<file path="src/rtl/nbw_pkg.sv">
package nbw_pkg;
   typedef enum logic [2:0] {
      RX_IDLE,
      RX_START,
      RX_DATA,
      RX_STOP,
      RX_BREAK
   } rx_state_e;
endpackage

</file>
<file path="src/rtl/nbw_sync.sv">
module nbw_sync #(
   parameter int STAGES    = 2,
   parameter bit RESET_VAL = 1'b1
) (
   input  logic clk,
   input  logic rst_n,
   input  logic d,
   output logic q
);
   if (STAGES < 2) begin : g_bad_stages
      $error("nbw_sync: STAGES must be at least 2");
   end

   logic [STAGES-1:0] pipe;

   for (genvar i = 0; i < STAGES; i++) begin : g_stage
      if (i == 0) begin : g_first
         always_ff @(posedge clk or negedge rst_n) begin
            if (!rst_n) pipe[0] <= RESET_VAL;
            else        pipe[0] <= d;
         end
      end else begin : g_next
         always_ff @(posedge clk or negedge rst_n) begin
            if (!rst_n) pipe[i] <= RESET_VAL;
            else        pipe[i] <= pipe[i-1];
         end
      end
   end

   assign q = pipe[STAGES-1];
endmodule

</file>
<file path="src/rtl/nbw_bit_engine.sv">
module nbw_bit_engine
   import nbw_pkg::*;
#(
   parameter int OVS    = 16,
   parameter int CHAR_W = 9,
   parameter bit VOTE   = 1'b1
) (
   input  logic              clk,
   input  logic              rst_n,
   input  logic              tick,
   input  logic              line,
   output logic              frame_start,
   output logic              char_done,
   output logic [CHAR_W-1:0] char_word,
   output logic              stop_ok
);
   localparam int CNT_W = $clog2(OVS);
   localparam int BIT_W = $clog2(CHAR_W);
   localparam logic [CNT_W-1:0] MID   = CNT_W'(OVS / 2);
   localparam logic [CNT_W-1:0] S_A   = CNT_W'(OVS / 2 - 2);
   localparam logic [CNT_W-1:0] S_B   = CNT_W'(OVS / 2 - 1);
   localparam logic [CNT_W-1:0] LAST  = CNT_W'(OVS - 1);
   localparam logic [BIT_W-1:0] TOP_B = BIT_W'(CHAR_W - 1);

   rx_state_e         state;
   logic [CNT_W-1:0]  cnt;
   logic [1:0]        early;
   logic [BIT_W-1:0]  bidx;
   logic [CHAR_W-1:0] shreg;
   logic              vote_bit;
   logic              at_mid;
   logic              at_last;

   if (VOTE) begin : g_vote
      assign vote_bit = (early[0] & early[1]) | (early[0] & line) | (early[1] & line);
   end else begin : g_center
      assign vote_bit = line;
   end

   assign at_mid  = (cnt == MID);
   assign at_last = (cnt == LAST);

   always_ff @(posedge clk or negedge rst_n) begin
      if (!rst_n) begin
         state       <= RX_IDLE;
         cnt         <= '0;
         early       <= 2'b11;
         bidx        <= '0;
         shreg       <= '0;
         frame_start <= 1'b0;
         char_done   <= 1'b0;
         char_word   <= '0;
         stop_ok     <= 1'b1;
      end else begin
         frame_start <= 1'b0;
         char_done   <= 1'b0;
         if (tick) begin
            if (cnt == S_A) early[0] <= line;
            if (cnt == S_B) early[1] <= line;
            unique case (state)
               RX_IDLE: begin
                  cnt <= '0;
                  if (!line) begin
                     state       <= RX_START;
                     cnt         <= CNT_W'(1);
                     frame_start <= 1'b1;
                  end
               end
               RX_START: begin
                  cnt <= at_last ? '0 : cnt + 1'b1;
                  if (at_mid && vote_bit) begin
                     state <= RX_IDLE;
                     cnt   <= '0;
                  end else if (at_last) begin
                     state <= RX_DATA;
                     bidx  <= '0;
                  end
               end
               RX_DATA: begin
                  cnt <= at_last ? '0 : cnt + 1'b1;
                  if (at_mid) shreg <= {vote_bit, shreg[CHAR_W-1:1]};
                  if (at_last) begin
                     if (bidx == TOP_B) state <= RX_STOP;
                     else               bidx  <= bidx + 1'b1;
                  end
               end
               RX_STOP: begin
                  cnt <= cnt + 1'b1;
                  if (at_mid) begin
                     char_done <= 1'b1;
                     char_word <= shreg;
                     stop_ok   <= vote_bit;
                     state     <= vote_bit ? RX_IDLE : RX_BREAK;
                     cnt       <= '0;
                  end
               end
               RX_BREAK: begin
                  cnt <= '0;
                  if (line) state <= RX_IDLE;
               end
               default: state <= RX_IDLE;
            endcase
         end
      end
   end

   // a bad stop bit parks the engine until the line returns high
   a_r8_break_wait: assert property (@(posedge clk) disable iff (!rst_n)
      (char_done && !stop_ok) |-> (state == RX_BREAK));

   // a start bit that is high again by mid-bit is dropped
   a_r7_false_start: assert property (@(posedge clk) disable iff (!rst_n)
      (tick && state == RX_START && at_mid && vote_bit) |=> (state == RX_IDLE));

   // no advance without an enable pulse
   a_r11_hold_state: assert property (@(posedge clk) disable iff (!rst_n)
      !tick |=> (!char_done && !frame_start));
endmodule

</file>
<file path="src/rtl/nbw_wake_filter.sv">
module nbw_wake_filter #(
   parameter int CHAR_W = 9
) (
   input  logic              clk,
   input  logic              rst_n,
   input  logic              normal_mode,
   input  logic              frame_start,
   input  logic              char_done,
   input  logic [CHAR_W-1:0] char_word,
   input  logic              stop_ok,
   output logic [CHAR_W-2:0] data_o,
   output logic              addr_o,
   output logic              valid_o,
   output logic              ferr_o
);
   logic mode_lat;
   logic accept;

   assign accept = char_done && stop_ok && (mode_lat || char_word[CHAR_W-1]);

   always_ff @(posedge clk or negedge rst_n) begin
      if (!rst_n) begin
         mode_lat <= 1'b0;
         data_o   <= '0;
         addr_o   <= 1'b0;
         valid_o  <= 1'b0;
         ferr_o   <= 1'b0;
      end else begin
         if (frame_start) mode_lat <= normal_mode;
         valid_o <= accept;
         ferr_o  <= char_done && !stop_ok;
         if (accept) begin
            data_o <= char_word[CHAR_W-2:0];
            addr_o <= char_word[CHAR_W-1];
         end
      end
   end

   // in wake mode only address characters come out
   a_r3_wake_addr_only: assert property (@(posedge clk) disable iff (!rst_n)
      (valid_o && !mode_lat) |-> addr_o);

   // mode is sampled only at a start bit
   a_r9_mode_hold: assert property (@(posedge clk) disable iff (!rst_n)
      !frame_start |=> $stable(mode_lat));

   // pulses never overlap
   a_r10_exclusive: assert property (@(posedge clk) disable iff (!rst_n)
      !(valid_o && ferr_o));

   // valid lasts one cycle
   a_r10_single_valid: assert property (@(posedge clk) disable iff (!rst_n)
      valid_o |=> !valid_o);
endmodule

</file>
<file path="src/rtl/nbw_rx.sv">
module nbw_rx #(
   parameter int OVERSAMPLE  = 16,
   parameter int DATA_W      = 8,
   parameter int SYNC_STAGES = 2,
   parameter bit MAJORITY    = 1'b1
) (
   input  logic              clk,
   input  logic              rst_n,
   input  logic              tick_16x,
   input  logic              rx_serial,
   input  logic              normal_mode,
   output logic [DATA_W-1:0] rx_data,
   output logic              rx_addr,
   output logic              rx_valid,
   output logic              rx_frame_err
);
   localparam int CHAR_W = DATA_W + 1;

   if (OVERSAMPLE < 8 || (OVERSAMPLE & (OVERSAMPLE - 1)) != 0) begin : g_bad_ovs
      $error("nbw_rx: OVERSAMPLE must be a power of two, at least 8");
   end
   if (DATA_W < 1) begin : g_bad_width
      $error("nbw_rx: DATA_W must be positive");
   end

   logic              line_s;
   logic              frame_start;
   logic              char_done;
   logic [CHAR_W-1:0] char_word;
   logic              stop_ok;

   nbw_sync #(.STAGES(SYNC_STAGES), .RESET_VAL(1'b1)) u_sync (
      .clk   (clk),
      .rst_n (rst_n),
      .d     (rx_serial),
      .q     (line_s)
   );

   nbw_bit_engine #(.OVS(OVERSAMPLE), .CHAR_W(CHAR_W), .VOTE(MAJORITY)) u_engine (
      .clk         (clk),
      .rst_n       (rst_n),
      .tick        (tick_16x),
      .line        (line_s),
      .frame_start (frame_start),
      .char_done   (char_done),
      .char_word   (char_word),
      .stop_ok     (stop_ok)
   );

   nbw_wake_filter #(.CHAR_W(CHAR_W)) u_filter (
      .clk         (clk),
      .rst_n       (rst_n),
      .normal_mode (normal_mode),
      .frame_start (frame_start),
      .char_done   (char_done),
      .char_word   (char_word),
      .stop_ok     (stop_ok),
      .data_o      (rx_data),
      .addr_o      (rx_addr),
      .valid_o     (rx_valid),
      .ferr_o      (rx_frame_err)
   );
endmodule

</file>
<file path="config.mk">
export PLATFORM = sky130hd
export DESIGN_NAME = nbw_rx
export DESIGN_NICKNAME = d
export VERILOG_FILES = /design/src/rtl/nbw_pkg.sv /design/src/rtl/nbw_sync.sv /design/src/rtl/nbw_bit_engine.sv /design/src/rtl/nbw_wake_filter.sv /design/src/rtl/nbw_rx.sv
export SDC_FILE = /design/constraint.sdc
export NUM_CORES = 1
export LEC_CHECK = 0
export ABC_AREA = 1
export BUFFER_PORTS_ARGS = -buffer_cell sky130_fd_sc_hd__buf_4
export CORE_MARGIN = 3
export CORE_UTILIZATION = 30
export DETAILED_ROUTE_END_ITERATION = 10
export GPL_TIMING_DRIVEN = 0
export HOLD_SLACK_MARGIN = 0.02
export PLACE_DENSITY_LB_ADDON = 0.12
export RECOVER_POWER = 100
export SETUP_SLACK_MARGIN = 0.05
export SYNTH_ARGS = -nofsm -noshare
export SYNTH_HDL_FRONTEND = slang
export SYNTH_HIERARCHICAL = 1
export SYNTH_SLANG_ARGS = --single-unit
</file>
<file path="constraint.sdc">
create_clock -name clk -period 2.1 [get_ports clk]
set_input_delay 0.42 -clock clk [delete_from_list [all_inputs] [get_ports clk]]
set_output_delay 0.42 -clock clk [all_outputs]
set_load 0.02 [all_outputs]
</file>
==> results of run 1 <==
==> layer usage <==
layer | GRT usage (%) | routed length, µm | vias to the layer above
met5 | 0 | 0 | -
met4 | 4.83 | 85 | 0
met3 | 2.52 | 151 | 6
met2 | 16.0 | 1880 | 25
met1 | 16.3 | 2300 | 794
li1 | - | - | 853
==> registers in the layout, summed over array words and instances, names as in the netlist <==
signal	cells
u_engine/bidx	4
u_engine/char_done	1
u_engine/char_word	9
u_engine/cnt	4
u_engine/early	2
u_engine/frame_start	1
u_engine/shreg	9
u_engine/state	3
u_engine/stop_ok	1
u_filter/addr_o	1
u_filter/data_o	8
u_filter/ferr_o	1
u_filter/mode_lat	1
u_filter/valid_o	1
u_sync/pipe	1
u_sync/q	1
==> cells by family (layout without fill, tap and decap cells) <==
logic type                 count (synthesis)  after routing
AOI/OAI and AO/OA                         29             29
xor gates and xnor gates                   2              2
adders and majority gates                  5              5
buffers and inverters                     36             59
DFF                                       48             48
and+or+nand+nor                          137            137
==> path summary, 6_finish.rpt <==
path	start	endpoint	depth (start not counted)
worst max-delay path	u_engine/cnt[0]	u_engine/char_word[4]	10
worst min-delay path	rx_serial	u_sync/pipe[0]	1
worst max register to register	u_engine/cnt[0]	u_engine/char_word[4]	10
worst min register to register	u_sync/pipe[0]	u_sync/q	0
max in group asynchronous	rst_n	u_engine/shreg[6]	1
min in group asynchronous	rst_n	u_engine/cnt[0]	1
==> power groups by stage <==
stage | Clock, W | Combinational (W) | Sequential [W]
after floorplan | 0 | 0.000456 | 0.00109
after global placement | 0 | 0.000589 | 0.00111
after detailed placement | 0 | 0.000589 | 0.00111
after CTS | 0.000705 | 0.000592 | 0.00109
after global routing | 0.000740 | 0.000650 | 0.00111
final | 0.000674 | 0.000549 | 0.00109
==> layout by cell type, fill, tap and decap left out <==
master,Yosys,layout
sky130_fd_sc_hd__nor3_2,1,1
sky130_fd_sc_hd__nor3_1,1,1
sky130_fd_sc_hd__nand2_4,2,1
sky130_fd_sc_hd__nor2_1,13,14
sky130_fd_sc_hd__inv_2,5,2
sky130_fd_sc_hd__nand2_1,73,76
sky130_fd_sc_hd__nor2_2,3,2
sky130_fd_sc_hd__clkbuf_4,0,1
sky130_fd_sc_hd__a21oi_1,1,1
sky130_fd_sc_hd__clkbuf_8,0,5
sky130_fd_sc_hd__nand3_1,23,25
sky130_fd_sc_hd__nand2_2,9,8
sky130_fd_sc_hd__inv_1,28,31
sky130_fd_sc_hd__o21ai_1,23,19
sky130_fd_sc_hd__nor4_1,1,1
sky130_fd_sc_hd__nor2_4,1,1
sky130_fd_sc_hd__o21ai_0,4,8
sky130_fd_sc_hd__dfstp_2,5,4
sky130_fd_sc_hd__buf_6,1,1
sky130_fd_sc_hd__clkinvlp_4,0,1
sky130_fd_sc_hd__clkinv_2,0,1
sky130_fd_sc_hd__nand4_1,3,3
sky130_fd_sc_hd__clkbuf_2,0,1
sky130_fd_sc_hd__nand3b_1,2,2
sky130_fd_sc_hd__or2_2,2,2
sky130_fd_sc_hd__bufinv_16,0,1
sky130_fd_sc_hd__clkinvlp_2,0,1
sky130_fd_sc_hd__dfrtp_1,43,43
sky130_fd_sc_hd__clkbuf_1,0,11
sky130_fd_sc_hd__xor2_1,2,2
sky130_fd_sc_hd__dfstp_1,0,1
sky130_fd_sc_hd__o21a_1,1,1
sky130_fd_sc_hd__ha_1,5,5
sky130_fd_sc_hd__buf_4,1,3
==> per-stage QoR <==
stage	worst slack [ns]	hold slack (ns)	total power, W	utilization, %
detailed placement	0.377	0.349	0.00170	35.2
finish	0.260	0.221	0.00231	35.6
global route	0.112	0.209	0.00250	35.6
global placement	0.398	0.346	0.00170	35.2
floorplan	0.617	0.124	0.00155	-
CTS	0.361	0.151	0.00239	36.8
==> cell type report <==
| class | instances | area (µm²) | area share [%] |
|---|---|---|---|
| plain buffers | 2 | 18.8 | 0.751 |
| inverters | 34 | 129 | 5.16 |
| well taps | 96 | 120 | 4.81 |
| multi-input cells | 173 | 843 | 33.8 |
| clock buffers | 5 | 68.8 | 2.75 |
| flip-flops and latches | 48 | 1210 | 48.3 |
| clock inverters | 3 | 42.5 | 1.70 |
| repair buffers | 15 | 68.8 | 2.75 |
==> worst max-delay path, cell delays in order, from the launching register on <==
cell	delay (ns)
sky130_fd_sc_hd__dfrtp_1	0.41
sky130_fd_sc_hd__inv_1	0.18
sky130_fd_sc_hd__ha_1	0.17
sky130_fd_sc_hd__nand2_1	0.06
sky130_fd_sc_hd__nor2_2	0.14
sky130_fd_sc_hd__inv_1	0.11
sky130_fd_sc_hd__nor2_4	0.09
sky130_fd_sc_hd__nand2_1	0.19
sky130_fd_sc_hd__buf_4	0.25
sky130_fd_sc_hd__nand2_1	0.06
sky130_fd_sc_hd__o21ai_0	0.07
==> flow_summary.ini, run 1 <==
[run_status]
outcome = complete, no violations

[detailed_routing]
via_count = 1678
postRouteAntennaNets = 0
number_of_remaining_drc_errors = 0
drt_pass1_iterations = 4
finalWirelength_mm = 4.42
route.detailed.vias_per_inst = 4.46
drt-wirelength-per-cell_um = 11.7
detailedRoute.firstIterationViolations = 102

[floorplan]
fp-row-count = 30
die_height_um = 92.4
boundaryPins = 16
core_area_um2 = 7020
start_util_pct = 31.9
dieWidth_um = 92.4
design.die.area_um2 = 8540

[cells_and_area]
nNetsFinal = 289
layoutNonFillerInstCount = 376
fillCellCount = 760
ratio_of_cells_with_drive_above_1_in_the_final_layout_pct = 12.9
insertedDiodeCount = 0
syn_to_final_growth_pct = 11.5
post-route-cell-area_um2 = 2500

[critical_path]
setup.reg_to_reg.worst_slack_ns = 0.26
cp_max_fanout = 10
worstSetupEndpointType = register
timing_worst_setup_path_type = reg2reg
worst_ep_required_time_ns = 2.29
worstSetupStartpointType = register
cp_data_arrival_time_ns = 2.03

[timing]
finClkSkew_ns = 0.00586
setup-violations-final = 0
final-hold-violation-count = 0
slew_violations = 0
max_freq_ghz = 0.543
maxSlewHeadroom_pct = 19.0
timing.setup.tns_ns = 0
post-route-period-util_pct = 87.6
finalWorstPathRequiredPeriod_ns = 1.84
timing_worst_slew_pin_value_ns = 1.22
setup_repair_after_global_routing_missed_its_margin = no

[run]
maxCapViolations = 0

[global_routing]
antenna_found_initial = 0
global_route.usage.total_pct = 11.2
grt_max_degree = 49
globalRoute.totalOverflow = 0
grt_pass1_wl_mm = 7.64
first_global_vias = 1573

[logic_synthesis]
yosysTopAreaCellShare_pct = 48.0
yosys.area_share.xor_xnor_pct = 0.782
synth_compound_gate_area_share_pct = 6.59
synth_ff_type = sky130_fd_sc_hd__dfrtp_1
async_reset_ff_share_pct = 100
post_synthesis_share_of_cell_area_spent_on_full_adders_half_adders_and_majority_gates_pct = 2.79
yosysTopAreaCell = sky130_fd_sc_hd__dfrtp_1
synth_top_family_by_area = simple AND/OR/NAND/NOR gates
synth.distinct_cells = 28
most_frequent_cell_after_synthesis = sky130_fd_sc_hd__nand2_1
synth_area_leaders = sky130_fd_sc_hd__dfrtp_1 (48%), sky130_fd_sc_hd__nand2_1 (12%), sky130_fd_sc_hd__dfstp_2 (5.9%)
postSynthAreaPerCell_um2 = 8.72
synth-seq-cells = 48
postSynthNetCount = 267
simple_gate_share_of_the_synthesized_area_pct = 29.2
synthesis.instances = 257
synth-edff-count = 0
mappedNetlistArea_um2 = 2240
synth-seq-area-share_pct = 53.9
synth_mux_area_share_pct = 0
ys_warn_count = 6
netlist_top_cells_count = sky130_fd_sc_hd__nand2_1 (73), sky130_fd_sc_hd__dfrtp_1 (43), sky130_fd_sc_hd__inv_1 (28)

[clock_network]
ctsResizeCount = 0
worstSkewPairLatency_ns = 0.30
number_of_clock_sinks = 48
cts.repair_timing.setup_buffer_count = 0
clk_root_buffer_cell = sky130_fd_sc_hd__clkbuf_8
clkTransAtPathRegs_ns = 0.09
htree_num_levels = 2
holdBufCountCts = 0
cts-buffers-inserted = 5
clock_tree.buffer_depth = 2
cts_tree = built

[placement]
port_buffers = 15
placed_cells = 368
globalplace.congestion = 0.817
dpl.hpwl_mm = 3.19
placedInstanceArea_um2 = 2470

[pwr]
powerDensity_nw_per_um2 = 926
switching_share_pct = 33.4
p_int_w = 0.00154
cellLeakagePower_nw = 1.20
power_frac_clock_pct = 29.1
seq_power_share_pct = 47.2
p_sw_w = 0.000773
ir_drop_uv = 289
power.combinational.fraction_pct = 23.7

[worst_hold_path]
worst_hold_path_type = in2reg
Note: power is estimated with default switching activity, not from simulation.
==> run 2, diff against run 1 <==
- clock period: 2.1 -> 1.85 ns (I/O delays scaled with it)
==> run 2 against run 1 <==
Combinational power rose by 16%. Hold slack got worse by 0.050 ns. Clock skew rose by 0.00060 ns. Utilization rose by 0.21 points. Critical path depth did not move. Maximum frequency rose by 8.7%. Highest routed layer unchanged. Sequential share of layout area fell by 0.29 points. Setup slack got worse by 0.10 ns. Register-to-register slack got worse by 0.10 ns.
==> flow_summary.ini, run 2 (same netlist as run 1, synthesis figures left out) <==
[run_status]
outcome = complete, no violations

[critical_path]
worstSetupEndpointType = register
timing.critical_path.buf_inv = 3
worstSetupStartpointType = register
critical_path.slowest_cell = sky130_fd_sc_hd__dfrtp_1
critical-path-max-stage-delay_ns = 0.42
cp_max_fanout = 10
worst_path_top_cell_family_by_delay = simple AND/OR/NAND/NOR gates
worstPathCellList = inv_2, ha_1, nand2_1, nor2_2, inv_2, nor2_4, nand2_4, clkbuf_2, nand2_1, o21ai_1
timing_worst_setup_path_type = reg2reg
cp_data_arrival_time_ns = 1.88
worst_ep_required_time_ns = 2.04

[global_routing]
grt_pass1_wl_mm = 7.64
grt_max_degree = 49
antenna_found_initial = 0
global_route.usage.total_pct = 11.2
globalRoute.totalOverflow = 0
first_global_vias = 1573

[clock_network]
holdBufCountCts = 0
cts-buffers-inserted = 5
clk_root_buffer_cell = sky130_fd_sc_hd__clkbuf_8
cts_tree = built
worstSkewPairLatency_ns = 0.30
clock_tree.buffer_depth = 2
htree_num_levels = 2
number_of_clock_sinks = 48
clkTransAtPathRegs_ns = 0.09

[cells_and_area]
syn_to_final_growth_pct = 12.2
insertedDiodeCount = 0
reg_top3 = u_engine/char_word (9), u_engine/shreg (9), u_filter/data_o (8)
nNetsFinal = 289
ratio_of_cells_with_drive_above_1_in_the_final_layout_pct = 15.0
mostFrequentLayoutCells = sky130_fd_sc_hd__nand2_1 (75), sky130_fd_sc_hd__dfrtp_1 (43), sky130_fd_sc_hd__inv_1 (28)
final_common_cell = sky130_fd_sc_hd__nand2_1
post-route-cell-area_um2 = 2510

[pwr]
p_sw_w = 0.000894
power_frac_clock_pct = 29.0
p_int_w = 0.00175
power.combinational.fraction_pct = 24.2
cellLeakagePower_nw = 1.21
ir_drop_uv = 326
seq_power_share_pct = 46.9
switching_share_pct = 33.8
powerDensity_nw_per_um2 = 1050

[timing]
slew_violations = 0
timing.setup.tns_ns = 0
timing_worst_slew_pin_value_ns = 1.20
max_freq_ghz = 0.590
setup_repair_after_global_routing_missed_its_margin = no
finalWorstPathRequiredPeriod_ns = 1.69
final-hold-violation-count = 0
setup-violations-final = 0
post-route-period-util_pct = 91.5
finClkSkew_ns = 0.00646
maxSlewHeadroom_pct = 19.7
fin_ws_ns = 0.156

[run]
maxCapViolations = 0

[floorplan]
start_util_pct = 31.9
fp-row-count = 30
core_area_um2 = 7020
dieWidth_um = 92.4
boundaryPins = 16
die_height_um = 92.4
design.die.area_um2 = 8540

[placement]
port_buffers = 15
post-place-ws_ns = 0.127
placedInstanceArea_um2 = 2470
dpl.hpwl_mm = 3.19
globalplace.congestion = 0.817

[detailed_routing]
drt_pass1_iterations = 4
detailedRoute.firstIterationViolations = 100
number_of_remaining_drc_errors = 0
route.detailed.vias_per_inst = 4.47
drt-wirelength-per-cell_um = 11.8
finalWirelength_mm = 4.44
postRouteAntennaNets = 0
via_count = 1681

[worst_hold_path]
worst_hold_path_type = in2reg
run 2: cell count changes in the layout (fill, tap and decap cells not counted), sizes merged:
cell and delta:
clkbuf +1, buf -1
run 2: final timing paths:
path	startpoint	end	slack [ns]	depth (start not counted)
min	rx_serial	u_sync/pipe[0]	0.17	1
min reg2reg	u_sync/pipe[0]	u_sync/q	0.36	0
min in group asynchronous	rst_n	u_engine/cnt[0]	0.30	1
max	u_engine/cnt[0]	u_engine/char_word[4]	0.16	10
max in group asynchronous	rst_n	u_engine/char_done	0.82	1
max reg2reg	u_engine/cnt[0]	u_engine/char_word[4]	0.16	10
run 2: through the flow:
stage	instances	util [%]	power [W]	hold WS [ns]
floorplan	257	-	0.00176	0.0744
global placement	368	35.2	0.00193	0.346
detailed placement	368	35.2	0.00193	0.349
CTS	376	36.8	0.00271	0.101
global route	376	35.8	0.00285	0.159
finish	376	35.8	0.00264	0.172
run 2: per-layer routing:
metal	track usage (%)	share of wire, %	routed length [µm]
met5	0	0	0
met4	4.83	1.9	85
met3	2.52	3.6	159
met2	16.0	42	1880
met1	16.3	52	2320
run 2: timing repair:
action / in CTS / in global routing
endpoints found under the setup margin: 0 / 13
setup buffers: 0 / 0
resized for setup: 0 / 3
endpoints found under the hold margin: 0 / 0
run 2: cell type report:
type,count,area (µm²)
Buffer,2,16.3
Fill cell,756,4510
Tap cell,96,120
Clock inverter,3,42.5
Timing Repair Buffer,15,68.8
Multi-Input combinational cell,173,861
Inverter,34,129
Clock buffer,5,68.8
Sequential cell,48,1210
run 2: power groups by stage:
stage | logic (W) | registers, W | clock network, W
after floorplan | 0.000518 | 0.00124 | 0
after global placement | 0.000668 | 0.00126 | 0
after detailed placement | 0.000669 | 0.00126 | 0
after CTS | 0.000672 | 0.00124 | 0.000800
after global routing | 0.000752 | 0.00126 | 0.000839
final | 0.000639 | 0.00124 | 0.000766
